<file path="src/rtl/vic_pkg.sv">
package vic_pkg;
  typedef enum logic {
    REGION_APP  = 1'b0,
    REGION_BOOT = 1'b1
  } region_e;
endpackage

</file>
<file path="src/rtl/vic_pending.sv">
module vic_pending #(
  parameter int unsigned N_SRC = 8
) (
  input  logic             clk_i,
  input  logic             rst_ni,
  input  logic [N_SRC-1:0] set_i,
  input  logic [N_SRC-1:0] clr_i,
  output logic [N_SRC-1:0] pend_q_o,
  output logic [N_SRC-1:0] pend_d_o
);
  for (genvar k = 0; k < N_SRC; k++) begin : g_bit
    logic q;
    // set beats clear so a fresh pulse is never lost
    assign pend_d_o[k] = set_i[k] | (q & ~clr_i[k]);
    always_ff @(posedge clk_i or negedge rst_ni) begin
      if (!rst_ni) q <= 1'b0;
      else         q <= pend_d_o[k];
    end
    assign pend_q_o[k] = q;

    AST_PEND_HOLD: assert property (@(posedge clk_i) disable iff (!rst_ni)
      (q && !clr_i[k]) |=> q);
    AST_PEND_SET: assert property (@(posedge clk_i) disable iff (!rst_ni)
      set_i[k] |=> q);
  end
endmodule

</file>
<file path="src/rtl/vic_lock_gate.sv">
module vic_lock_gate
  import vic_pkg::*;
#(
  parameter int unsigned ADDR_W    = 12,
  parameter int unsigned BOOT_BASE = 'hE00
) (
  input  logic [ADDR_W-1:0] pc_i,
  input  logic              lock_app_i,
  input  logic              lock_boot_i,
  output logic              block_o
);
  localparam logic [ADDR_W-1:0] BootB = ADDR_W'(BOOT_BASE);
  region_e region;

  always_comb begin
    region  = (pc_i >= BootB) ? REGION_BOOT : REGION_APP;
    unique case (region)
      REGION_APP:  block_o = lock_app_i;
      REGION_BOOT: block_o = lock_boot_i;
      default:     block_o = 1'b0;
    endcase
  end
endmodule

</file>
<file path="src/rtl/vic_prio_enc.sv">
module vic_prio_enc #(
  parameter int unsigned N_IN  = 9,
  parameter int unsigned IDX_W = $clog2(N_IN)
) (
  input  logic [N_IN-1:0]  req_i,
  output logic             valid_o,
  output logic [IDX_W-1:0] idx_o
);
  always_comb begin
    valid_o = |req_i;
    idx_o   = '0;
    // scan downwards so the lowest set bit is the one left
    for (int i = N_IN - 1; i >= 0; i--) begin
      if (req_i[i]) idx_o = IDX_W'(i);
    end
  end
endmodule

</file>
<file path="src/rtl/vic_vec_gen.sv">
module vic_vec_gen #(
  parameter int unsigned ADDR_W    = 12,
  parameter int unsigned IDX_W     = 4,
  parameter int unsigned BOOT_BASE = 'hE00
) (
  input  logic [IDX_W-1:0]  idx_i,
  input  logic              ivt_boot_i,
  input  logic              rst_boot_i,
  output logic [ADDR_W-1:0] vec_o
);
  localparam logic [ADDR_W-1:0] BootB = ADDR_W'(BOOT_BASE);
  logic [ADDR_W-1:0] base;
  logic [ADDR_W-1:0] offs;

  always_comb begin
    if (idx_i == '0) base = rst_boot_i ? BootB : '0;
    else             base = ivt_boot_i ? BootB : '0;
    offs  = ADDR_W'({idx_i, 1'b0});
    vec_o = base + offs;
  end
endmodule

</file>
<file path="src/rtl/vec_irq_ctrl.sv">
module vec_irq_ctrl #(
  parameter int unsigned N_SRC     = 8,
  parameter int unsigned ADDR_W    = 12,
  parameter int unsigned BOOT_BASE = 'hE00,
  localparam int unsigned N_SLOT   = N_SRC + 1,
  localparam int unsigned IDX_W    = $clog2(N_SLOT)
) (
  input  logic              clk_i,
  input  logic              rst_ni,
  input  logic [N_SRC-1:0]  irq_req_i,
  input  logic [N_SRC-1:0]  irq_en_i,
  input  logic [N_SRC-1:0]  irq_clr_i,
  input  logic              rst_req_i,
  input  logic              gie_we_i,
  input  logic              gie_wd_i,
  input  logic              reti_i,
  input  logic              ack_i,
  input  logic              ivt_boot_i,
  input  logic              rst_boot_i,
  input  logic [ADDR_W-1:0] pc_i,
  input  logic              lock_app_i,
  input  logic              lock_boot_i,
  output logic              req_o,
  output logic [IDX_W-1:0]  src_o,
  output logic [ADDR_W-1:0] vec_o,
  output logic              gie_o,
  output logic [N_SRC-1:0]  pend_o
);
  localparam logic [ADDR_W-1:0] BootB = ADDR_W'(BOOT_BASE);

  logic              req_q, gie_q, gie_d, take, blocked, sel_valid;
  logic [IDX_W-1:0]  src_q, sel_idx;
  logic [ADDR_W-1:0] vec_q, sel_vec;
  logic [N_SRC-1:0]  ack_clr, pend_q, pend_d, eligible;

  assign take = ack_i & req_q;

  for (genvar k = 0; k < N_SRC; k++) begin : g_ackclr
    assign ack_clr[k] = take && (src_q == IDX_W'(k + 1));
  end

  vic_pending #(.N_SRC(N_SRC)) u_pend (
    .clk_i    (clk_i),
    .rst_ni   (rst_ni),
    .set_i    (irq_req_i),
    .clr_i    (irq_clr_i | ack_clr),
    .pend_q_o (pend_q),
    .pend_d_o (pend_d)
  );

  always_comb begin
    if (take)          gie_d = 1'b0;
    else if (reti_i)   gie_d = 1'b1;
    else if (gie_we_i) gie_d = gie_wd_i;
    else               gie_d = gie_q;
  end

  vic_lock_gate #(.ADDR_W(ADDR_W), .BOOT_BASE(BOOT_BASE)) u_lock (
    .pc_i        (pc_i),
    .lock_app_i  (lock_app_i),
    .lock_boot_i (lock_boot_i),
    .block_o     (blocked)
  );

  assign eligible = pend_d & irq_en_i & {N_SRC{gie_d & ~blocked}};

  vic_prio_enc #(.N_IN(N_SLOT), .IDX_W(IDX_W)) u_prio (
    .req_i   ({eligible, rst_req_i}),
    .valid_o (sel_valid),
    .idx_o   (sel_idx)
  );

  vic_vec_gen #(.ADDR_W(ADDR_W), .IDX_W(IDX_W), .BOOT_BASE(BOOT_BASE)) u_vec (
    .idx_i      (sel_idx),
    .ivt_boot_i (ivt_boot_i),
    .rst_boot_i (rst_boot_i),
    .vec_o      (sel_vec)
  );

  always_ff @(posedge clk_i or negedge rst_ni) begin
    if (!rst_ni) begin
      gie_q <= 1'b0;
      req_q <= 1'b0;
      src_q <= '0;
      vec_q <= '0;
    end else begin
      gie_q <= gie_d;
      req_q <= sel_valid;
      src_q <= sel_valid ? sel_idx : '0;
      vec_q <= sel_valid ? sel_vec : '0;
    end
  end

  assign req_o  = req_q;
  assign src_o  = src_q;
  assign vec_o  = vec_q;
  assign gie_o  = gie_q;
  assign pend_o = pend_q;

  AST_REQ_NEEDS_GIE: assert property (@(posedge clk_i) disable iff (!rst_ni)
    (req_o && src_o != '0) |-> gie_o);
  AST_RESET_WINS: assert property (@(posedge clk_i) disable iff (!rst_ni)
    rst_req_i |=> (req_o && src_o == '0));
  AST_RST_VEC_BASE: assert property (@(posedge clk_i) disable iff (!rst_ni)
    (req_o && src_o == '0) |-> (vec_o == '0 || vec_o == BootB));
  AST_LOCK_BLOCKS: assert property (@(posedge clk_i) disable iff (!rst_ni)
    (blocked && !rst_req_i) |=> !req_o);
  AST_ACK_DROPS_GIE: assert property (@(posedge clk_i) disable iff (!rst_ni)
    (ack_i && req_o) |=> !gie_o);
  AST_SRC_RANGE: assert property (@(posedge clk_i) disable iff (!rst_ni)
    req_o |-> (int'(src_o) < N_SLOT));
endmodule

</file>
<file path="config.mk">
export PLATFORM = sky130hd
export DESIGN_NAME = vec_irq_ctrl
export DESIGN_NICKNAME = d
export VERILOG_FILES = /design/src/rtl/vic_pkg.sv /design/src/rtl/vic_pending.sv /design/src/rtl/vic_lock_gate.sv /design/src/rtl/vic_prio_enc.sv /design/src/rtl/vic_vec_gen.sv /design/src/rtl/vec_irq_ctrl.sv
export SDC_FILE = /design/constraint.sdc
export NUM_CORES = 1
export LEC_CHECK = 0
export ABC_AREA = 0
export BUFFER_PORTS_ARGS = -buffer_cell sky130_fd_sc_hd__buf_2
export CAP_MARGIN = 20
export CORE_UTILIZATION = 30
export DETAILED_ROUTE_END_ITERATION = 12
export PLACE_DENSITY = 0.71
export SLEW_MARGIN = 20
export SYNTH_ARGS = -nofsm -noshare
export SYNTH_HDL_FRONTEND = slang
export SYNTH_SLANG_ARGS = --single-unit
</file>
<file path="constraint.sdc">
create_clock -name clk_i -period 3.8 [get_ports clk_i]
set_clock_uncertainty 0.2 [all_clocks]
set_input_delay 0.76 -clock clk_i [delete_from_list [all_inputs] [get_ports clk_i]]
set_output_delay 0.76 -clock clk_i [all_outputs]
set_load 0.02 [all_outputs]
</file>
==> flow_metrics.tcl, run 1 <==
set metrics [dict create \
    placed_area_mm2 0.00121 \
    drv_slew 0 \
    critPathLaunchType "primary input" \
    finalSetupViolCount 0 \
    syn_inst 109 \
    cts.repair.resized 0 \
    root_buffer "clkbuf_4" \
    wl_per_cell_um 10.5 \
    fin_tns_setup_ps 0 \
    ir_drop_uv 81.1 \
    drtIter0Drc 24 \
    yosysTopAreaCell "dfrtp_1" \
    synth_top_area_share_pct 36.9 \
    fin_util_pct 39.7 \
    power.share.combinational_pct 27.1 \
    ys_seq_elements 15 \
    first_pass_iters 4 \
    h-tree-depth 1 \
    reg2regPathDepth 6 \
    cts_tree "yes" \
    power.switching_mw 0.119 \
    ys_seq_area_share_pct 36.9 \
    grt_overflow_total 0 \
    cap_viol_max_count 0 \
    swShare_pct 31.9 \
    postRouteWirelength_um 2070 \
    cts_buffers 3 \
    finalNetCount 202 \
    end_kind "flip-flop" \
    holdWs_ps 164 \
    final_cells 198 \
    track_usage_pct 11.7 \
    synthArstFlopShare_pct 100 \
    hold_violations 0 \
    fin_crit_ps 2260 \
    vias 882 \
    crit_required_ps 3770 \
    synth_edf_count 0 \
    diodes 0 \
    pwr-share-clk_pct 25.5 \
    synth_most_common_cell "buf_4" \
    area_growth_pct 22.2 \
    yosys-top-cells-area "dfrtp_1 37%, buf_4 14%, a21o_1 3.0%" \
    max_freq_ghz 0.442 \
    status "completed" \
    grt_pass1_vias 800 \
    cts_setup_buffers 0 \
    synth_cell_types 36 \
    synth.avg_cell_area_um2 9.32 \
    p_leak_nw 0.629 \
    ys_warn_count 0 \
    antenna_found_initial 0 \
    grt_pass1_wl_um 3170 \
    grt_max_degree 16 \
    clk_latency_ps 280 \
    ant_nets 0 \
    power.density_mw_per_mm2 300 \
    dieArea_mm2 0.00362 \
    hpwlAfterDp_um 1730 \
    core-area_mm2 0.00313 \
    ios 73 \
    critical_path_class "primary input to flip-flop" \
    syn_area_mm2 0.00102 \
    synth_ff_type "dfrtp_1" \
    rsz0062_at_grt "false" \
    drc_errors 0 \
    crit_fanout 5 \
    clock-sinks 15 \
    yosys-top-cells-count "19 x buf_4, 15 x dfrtp_1, 6 x nand2_1" \
    p_seq_share_pct 47.5 \
    vias_per_cell 4.45 \
    hold_buffers 0 \
    clkTransAtPathRegs_ps 100 \
    final_layout_size_suffix_gt1_share_pct 44.8 \
    dp.cells 194 \
    portBuffers 58 \
    final_area_mm2 0.00124 \
    num_rows 20 \
    internal_power_mw 0.253 \
    arrival_ps 2240 \
    fin_crit_sh_pct 59.6 \
    die_y_um 60.2 \
    hold_path.class "primary input to async pin" \
    dieWidth_um 60.2 \
    gp_congestion 0.767 \
    clock_path_buffers 2 \
    start_util_pct 32.5 \
]
-- power by group through the flow --
| stage | Sequential (mW) | Clock, mW | Combinational (mW) |
|---|---|---|---|
| after floorplan | 0.183 | 0 | 0.0739 |
| after global placement | 0.180 | 0 | 0.100 |
| after detailed placement | 0.180 | 0 | 0.102 |
| after CTS | 0.177 | 0.0995 | 0.102 |
| after global routing | 0.178 | 0.106 | 0.110 |
| final | 0.177 | 0.0947 | 0.101 |
-- metrics by stage --
step           power, mW  setup WS, ps
2_1_floorplan      0.257          1500
3_3_place_gp       0.280          1220
3_5_place_dp       0.282          1220
4_1_cts            0.378          1530
5_1_grt            0.395          1390
6_report           0.372          1540
-- layout by cell type (no fill, tap or decap), types with 4 or more instances in the layout --
master,n
a21o_1,4
buf_2,58
conb_1,5
dfrtp_1,15
inv_1,4
nand2_1,6
nor2_1,5
nor2b_1,4
o21ai_1,5
-- worst paths after layout --
kind	slack [ps]	from	end
worst max-delay path	1540	ack_i	req_o
worst min register to register	330	req_o	gie_o
max in group asynchronous	2980	rst_ni	src_o[1]
worst min-delay path	160	rst_ni	u_pend.g_bit[1].q
min in group clk_i	330	req_o	gie_o
worst max register to register	1590	vec_o[4]	req_o
-- per-layer routing --
layer  wire length (um)  vias up  track usage [%]
li1                   -      448                -
met1                915      396             13.1
met2               1010       36             21.4
met3                131        2             1.95
met4                 14        0             4.98
met5                  0        -                0
-- worst max-delay path: stages --
cell,delay [ps]
buf_2,100
nand3_1,190
nor4_1,360
a2bb2oi_1,260
and3_1,240
nor4b_4,230
o21bai_1,110
-- cell type report --
| cell class | count | area, um2 |
|---|---|---|
| Clock buffer | 3 | 22.5 |
| Timing Repair Buffer | 58 | 290 |
| Sequential cell | 15 | 375 |
| Tap cell | 44 | 55.1 |
| Fill cell | 334 | 1890 |
| Multi-Input combinational cell | 73 | 475 |
| Inverter | 4 | 15.0 |
| Clock inverter | 1 | 7.51 |
-- logic make-up (layout without fill, tap and decap cells) --
kind of cell    Yosys count  in the layout  synth area share, %
simple gates             42             42                 26.4
mux                       2              2                 2.09
compound gates           24             24                 16.5
flops                    15             15                 36.9
other cells               1              5                0.369
buf+inv                  25             66                 17.7
-- state kept, by name (all words and copies together) (netlist names) --
| name | count |
|---|---|
| u_pend.g_bit.q | 8 |
| req_o | 1 |
| gie_o | 1 |
| vec_o | 2 |
| src_o | 3 |
(Power assumes the default switching activity.)
==> run 2: changes to the inputs <==
--- a/config.mk
+++ b/config.mk
@@ -10,7 +10,7 @@
 export CAP_MARGIN = 20
 export CORE_UTILIZATION = 30
 export DETAILED_ROUTE_END_ITERATION = 12
-export PLACE_DENSITY = 0.71
+export PLACE_DENSITY = 0.73
 export SLEW_MARGIN = 20
 export SYNTH_ARGS = -nofsm -noshare
 export SYNTH_HDL_FRONTEND = slang
==> constraint.sdc (replaced) <==
create_clock -name clk_i -period 1.9 [get_ports clk_i]
set_clock_uncertainty 0.2 [all_clocks]
set_input_delay 0.38 -clock clk_i [delete_from_list [all_inputs] [get_ports clk_i]]
set_output_delay 0.38 -clock clk_i [all_outputs]
set_load 0.02 [all_outputs]
==> flow_metrics.tcl, run 2 (synthesis gave the netlist of run 1 again) <==
set metrics [dict create \
    status "finished with violations" \
    violations "negative setup slack" \
    layout_commonest_cell "buf_2" \
    dp_slack_ps -277 \
    finalSetupViolCount 6 \
    path_cells "nand2b_1 > buf_4 > o311a_1 > o21ai_1 > and3_1 > nor4b_4 > o31ai_1" \
    cts_buffers 3 \
    drc_errors 0 \
    power.density_mw_per_mm2 531 \
    hold_path.class "primary input to flip-flop" \
    postRouteWirelength_um 2240 \
    track_usage_pct 12.3 \
    grt_overflow_total 0 \
    placed_area_mm2 0.00134 \
    drv_slew 0 \
    final_area_mm2 0.00150 \
    setup_slack_ps -146 \
    gp_congestion 0.769 \
    final_layout_size_suffix_gt1_share_pct 59.1 \
    cts_tree "yes" \
    grt_pass1_vias 828 \
    crit_slowest_cell "dfrtp_2" \
    p_leak_nw 0.747 \
    fin_tns_setup_ps -629 \
    core-area_mm2 0.00313 \
    grt_max_degree 16 \
    area_growth_pct 47.9 \
    ir_drop_uv 141 \
    holdWs_ps 97.3 \
    vias_per_cell 4.40 \
    dieArea_mm2 0.00362 \
    end_kind "flip-flop" \
    hpwlAfterDp_um 1770 \
    dieWidth_um 60.2 \
    cap_viol_max_count 0 \
    clkTransAtPathRegs_ps 90 \
    root_buffer "clkbuf_4" \
    crit_required_ps 1870 \
    largest_reg_flops 8 \
    fin_crit_sh_pct 108 \
    crit_fanout 3 \
    critical_path_class "flip-flop to flip-flop" \
    finalNetCount 224 \
    cp_num_cells 7 \
    hold_violations 0 \
    r2r_end "vec_o[10]" \
    clk_latency_ps 280 \
    ant_nets 0 \
    max_freq_ghz 0.489 \
    critPathBufInv 1 \
    wl_per_cell_um 10.2 \
    portBuffers 58 \
    vias 969 \
    fin_crit_ps 2050 \
    start_util_pct 32.5 \
    critPathLaunchType "flip-flop" \
    clock_path_buffers 2 \
    grt_pass1_wl_um 3320 \
    critPathMaxStageDelay_ps 410 \
    arrival_ps 2010 \
    final_cell_mix "58 x buf_2, 20 x buf_4, 11 x dfrtp_1" \
    antenna_found_initial 0 \
    drtIter0Drc 29 \
    power_mw 0.797 \
    min_to "u_pend.g_bit[6].q" \
    largest-register "u_pend.g_bit.q" \
    diodes 0 \
    reg2regPathDepth 7 \
    rsz0062_at_grt "true" \
    hp-start "irq_req_i[6]" \
    die_y_um 60.2 \
    h-tree-depth 1 \
    first_pass_iters 4 \
    hold_depth 2 \
    critical_path.top_delay_family "simple AND/OR/NAND/NOR gates" \
    num_rows 20 \
    ios 73 \
    r2r_slack_ps -150 \
    clock-sinks 15 \
    r2r-start "vec_o[4]" \
]
## run 2: cell count changes in the layout (fill, tap and decap cells not counted), sizes merged
cell	delta
buf	+21
clkbuf	+1
clkinvlp	-1
dlygate4sd3	+1
## run 2: layout make-up
type,instances,area (um2)
clock buffers,4,26.3
fillers,310,1630
inverters,4,15.0
multi-input cells,73,564
flip-flops and latches,15,380
well taps,44,55.1
repair buffers,80,462
## run 2: worst max-delay path by stage
stage | start | to | slack, ps
after floorplan | src_o[2] | vec_o[10] | -190
after global placement | ack_i | vec_o[10] | -250
after detailed placement | ack_i | vec_o[10] | -280
after CTS | src_o[2] | vec_o[10] | -180
after global routing | src_o[1] | vec_o[10] | -310
final | vec_o[4] | vec_o[10] | -150
## run 2: metal layers
| layer | up-vias | global-route usage, % | share of wire [%] |
|---|---|---|---|
| met5 | - | 0 | 0 |
| met2 | 44 | 22.4 | 49 |
| met1 | 427 | 14.1 | 43 |
| li1 | 495 | - | - |
| met3 | 3 | 2.38 | 7.3 |
| met4 | 0 | 3.99 | 0.62 |
## run 2: power breakdown
part	total (mW)	switching (mW)	internal, mW	leakage [nW]
Clock	0.181	0.0991	0.0815	0.0150
Sequential	0.352	0.0123	0.339	0.170
Combinational	0.265	0.138	0.127	0.562
## run 2: stage by stage
| stage | utilization, % | cells |
|---|---|---|
| global route | 48.0 | 220 |
| detailed placement | 43.0 | 211 |
| floorplan | - | 113 |
| finish | 48.0 | 220 |
| CTS | 46.8 | 219 |
| global placement | 43.0 | 211 |
## run 2: what timing repair did
action	in CTS	in global routing
gates resized for setup	10	7
endpoints found under the setup margin	6	6
hold buffers	1	0
setup buffers	3	1
pin swaps	1	1
hold endpoints to repair	15	0
==> run 3: changes to the inputs <==
--- a/config.mk
+++ b/config.mk
@@ -11,6 +11,7 @@
 export CORE_UTILIZATION = 30
 export DETAILED_ROUTE_END_ITERATION = 12
 export PLACE_DENSITY = 0.73
+export REMOVE_ABC_BUFFERS = 1
 export SLEW_MARGIN = 20
 export SYNTH_ARGS = -nofsm -noshare
 export SYNTH_HDL_FRONTEND = slang
==> flow_metrics.tcl, run 3 (synthesis gave the netlist of run 1 again) <==
set metrics [dict create \
    clock_path_buffers 2 \
    end_kind "flip-flop" \
    nFillCells 285 \
    wl_met2_um 1200 \
    critPathLaunchType "flip-flop" \
    grt_max_degree 16 \
    first_pass_iters 4 \
    clkTransAtPathRegs_ps 90 \
    power.density_mw_per_mm2 527 \
    fin_crit_sh_pct 111 \
    portBuffers 58 \
    arrival_ps 2090 \
    seq_area_um2 377 \
    cts_tree "yes" \
    wl_per_cell_um 10.6 \
    critical_path_class "flip-flop to flip-flop" \
    wl_met3_um 140 \
    wl_met1_um 988 \
    gp_congestion 0.792 \
    drc_errors 0 \
    crit_fanout 3 \
    die_y_um 60.2 \
    r2r-start "src_o[2]" \
    topRoutingLayerUsed "met4" \
    finalNetCount 227 \
    num_rows 20 \
    cts_buffers 3 \
    holdWs_ps 94.7 \
    dieArea_mm2 0.00362 \
    layout_commonest_cell "buf_2" \
    grt_pass1_wl_um 3730 \
    rsz0062_at_grt "true" \
    ir_drop_uv 211 \
    h-tree-depth 1 \
    crit_required_ps 1870 \
    p_leak_nw 0.769 \
    finalSetupViolCount 6 \
    multi_input_area_um2 587 \
    antenna_found_initial 0 \
    crit_start "src_o[2]" \
    dieWidth_um 60.2 \
    final_cell_mix "58 x buf_2, 23 x buf_4, 14 x dfrtp_1" \
    core-area_mm2 0.00313 \
    final_layout_size_suffix_gt1_share_pct 59.8 \
    postRouteWirelength_um 2360 \
    status "finished with violations" \
    largest_reg_flops 8 \
    setup_slack_ps -215 \
    grt_pass1_vias 904 \
    max_freq_ghz 0.473 \
    clock-sinks 15 \
    track_usage_pct 13.9 \
    clk_latency_ps 290 \
    largest-register "u_pend.g_bit.q" \
    diodes 0 \
    cap_viol_max_count 0 \
    ios 73 \
    vias 977 \
    ant_nets 0 \
    drtIter0Drc 31 \
    hold_violations 0 \
    fin_crit_ps 2120 \
    hold_path.class "primary input to flip-flop" \
    hp-start "irq_req_i[7]" \
    vias_per_cell 4.38 \
    drv_slew 0 \
    area_growth_pct 52.0 \
    violations "negative setup slack" \
    fin_util_pct 49.4 \
    start_util_pct 32.5 \
    root_buffer "clkbuf_4" \
    grt_overflow_total 0 \
    hpwlAfterDp_um 1900 \
]
## run 3: cell types whose count changed in the layout (fill, tap and decap cells not counted), sizes merged
cell,change
buf,+3
## run 3: final timing paths
path,endpoint,slack (ps),cells after the start
max,vec_o[10],-220,7
max reg2reg,vec_o[10],-220,7
min reg2reg,gie_o,410,2
min,u_pend.g_bit[7].q,90,2
min in group asynchronous,u_pend.g_bit[0].q,320,2
max in group asynchronous,src_o[0],900,2
## run 3: critical path, stage by stage, from the launching register on
cell      delay (ps)
dfrtp_1          380
nand3b_1         200
buf_4            160
o311a_1          280
or2_4            230
and2_4           160
nor4b_4          290
o31ai_1          110
## run 3: metrics by stage
step	power, mW	setup slack [ps]	cell area, um2	TNS [ps]	cells
finish	0.814	-215	1540	-976	223
global route	0.861	-288	1540	-1450	223
detailed placement	0.592	-313	1350	-1290	213
CTS	0.809	-218	1480	-788	221
floorplan	0.476	-284	866	-1080	92
global placement	0.588	-326	1350	-1200	213
## run 3: what timing repair did
action	CTS	global route
hold buffers	1	0
pin swaps	10	2
endpoints found under the hold margin	15	0
setup endpoints to repair	6	6
resized for setup	13	9
buffers inserted	3	2
## run 3: report_power, final
group / total, mW / switching (mW) / internal, mW
Combinational: 0.272 / 0.142 / 0.130
Sequential: 0.352 / 0.0126 / 0.339
Clock: 0.190 / 0.108 / 0.0816
Total: 0.814 / 0.263 / 0.551
## run 3: area by class of cell
class | count | area share, %
clock buffer | 4 | 1.70
timing repair buffer | 83 | 31.4
sequential | 15 | 24.4
tap | 44 | 3.57
multi-input combinational | 73 | 38.0
inverter | 4 | 0.972
## run 3: per-layer routing
layer	track usage (%)	up-vias
met3	4.76	2
met4	2.66	0
li1	-	497
met2	25.0	34
met1	15.7	444
met5	0	-
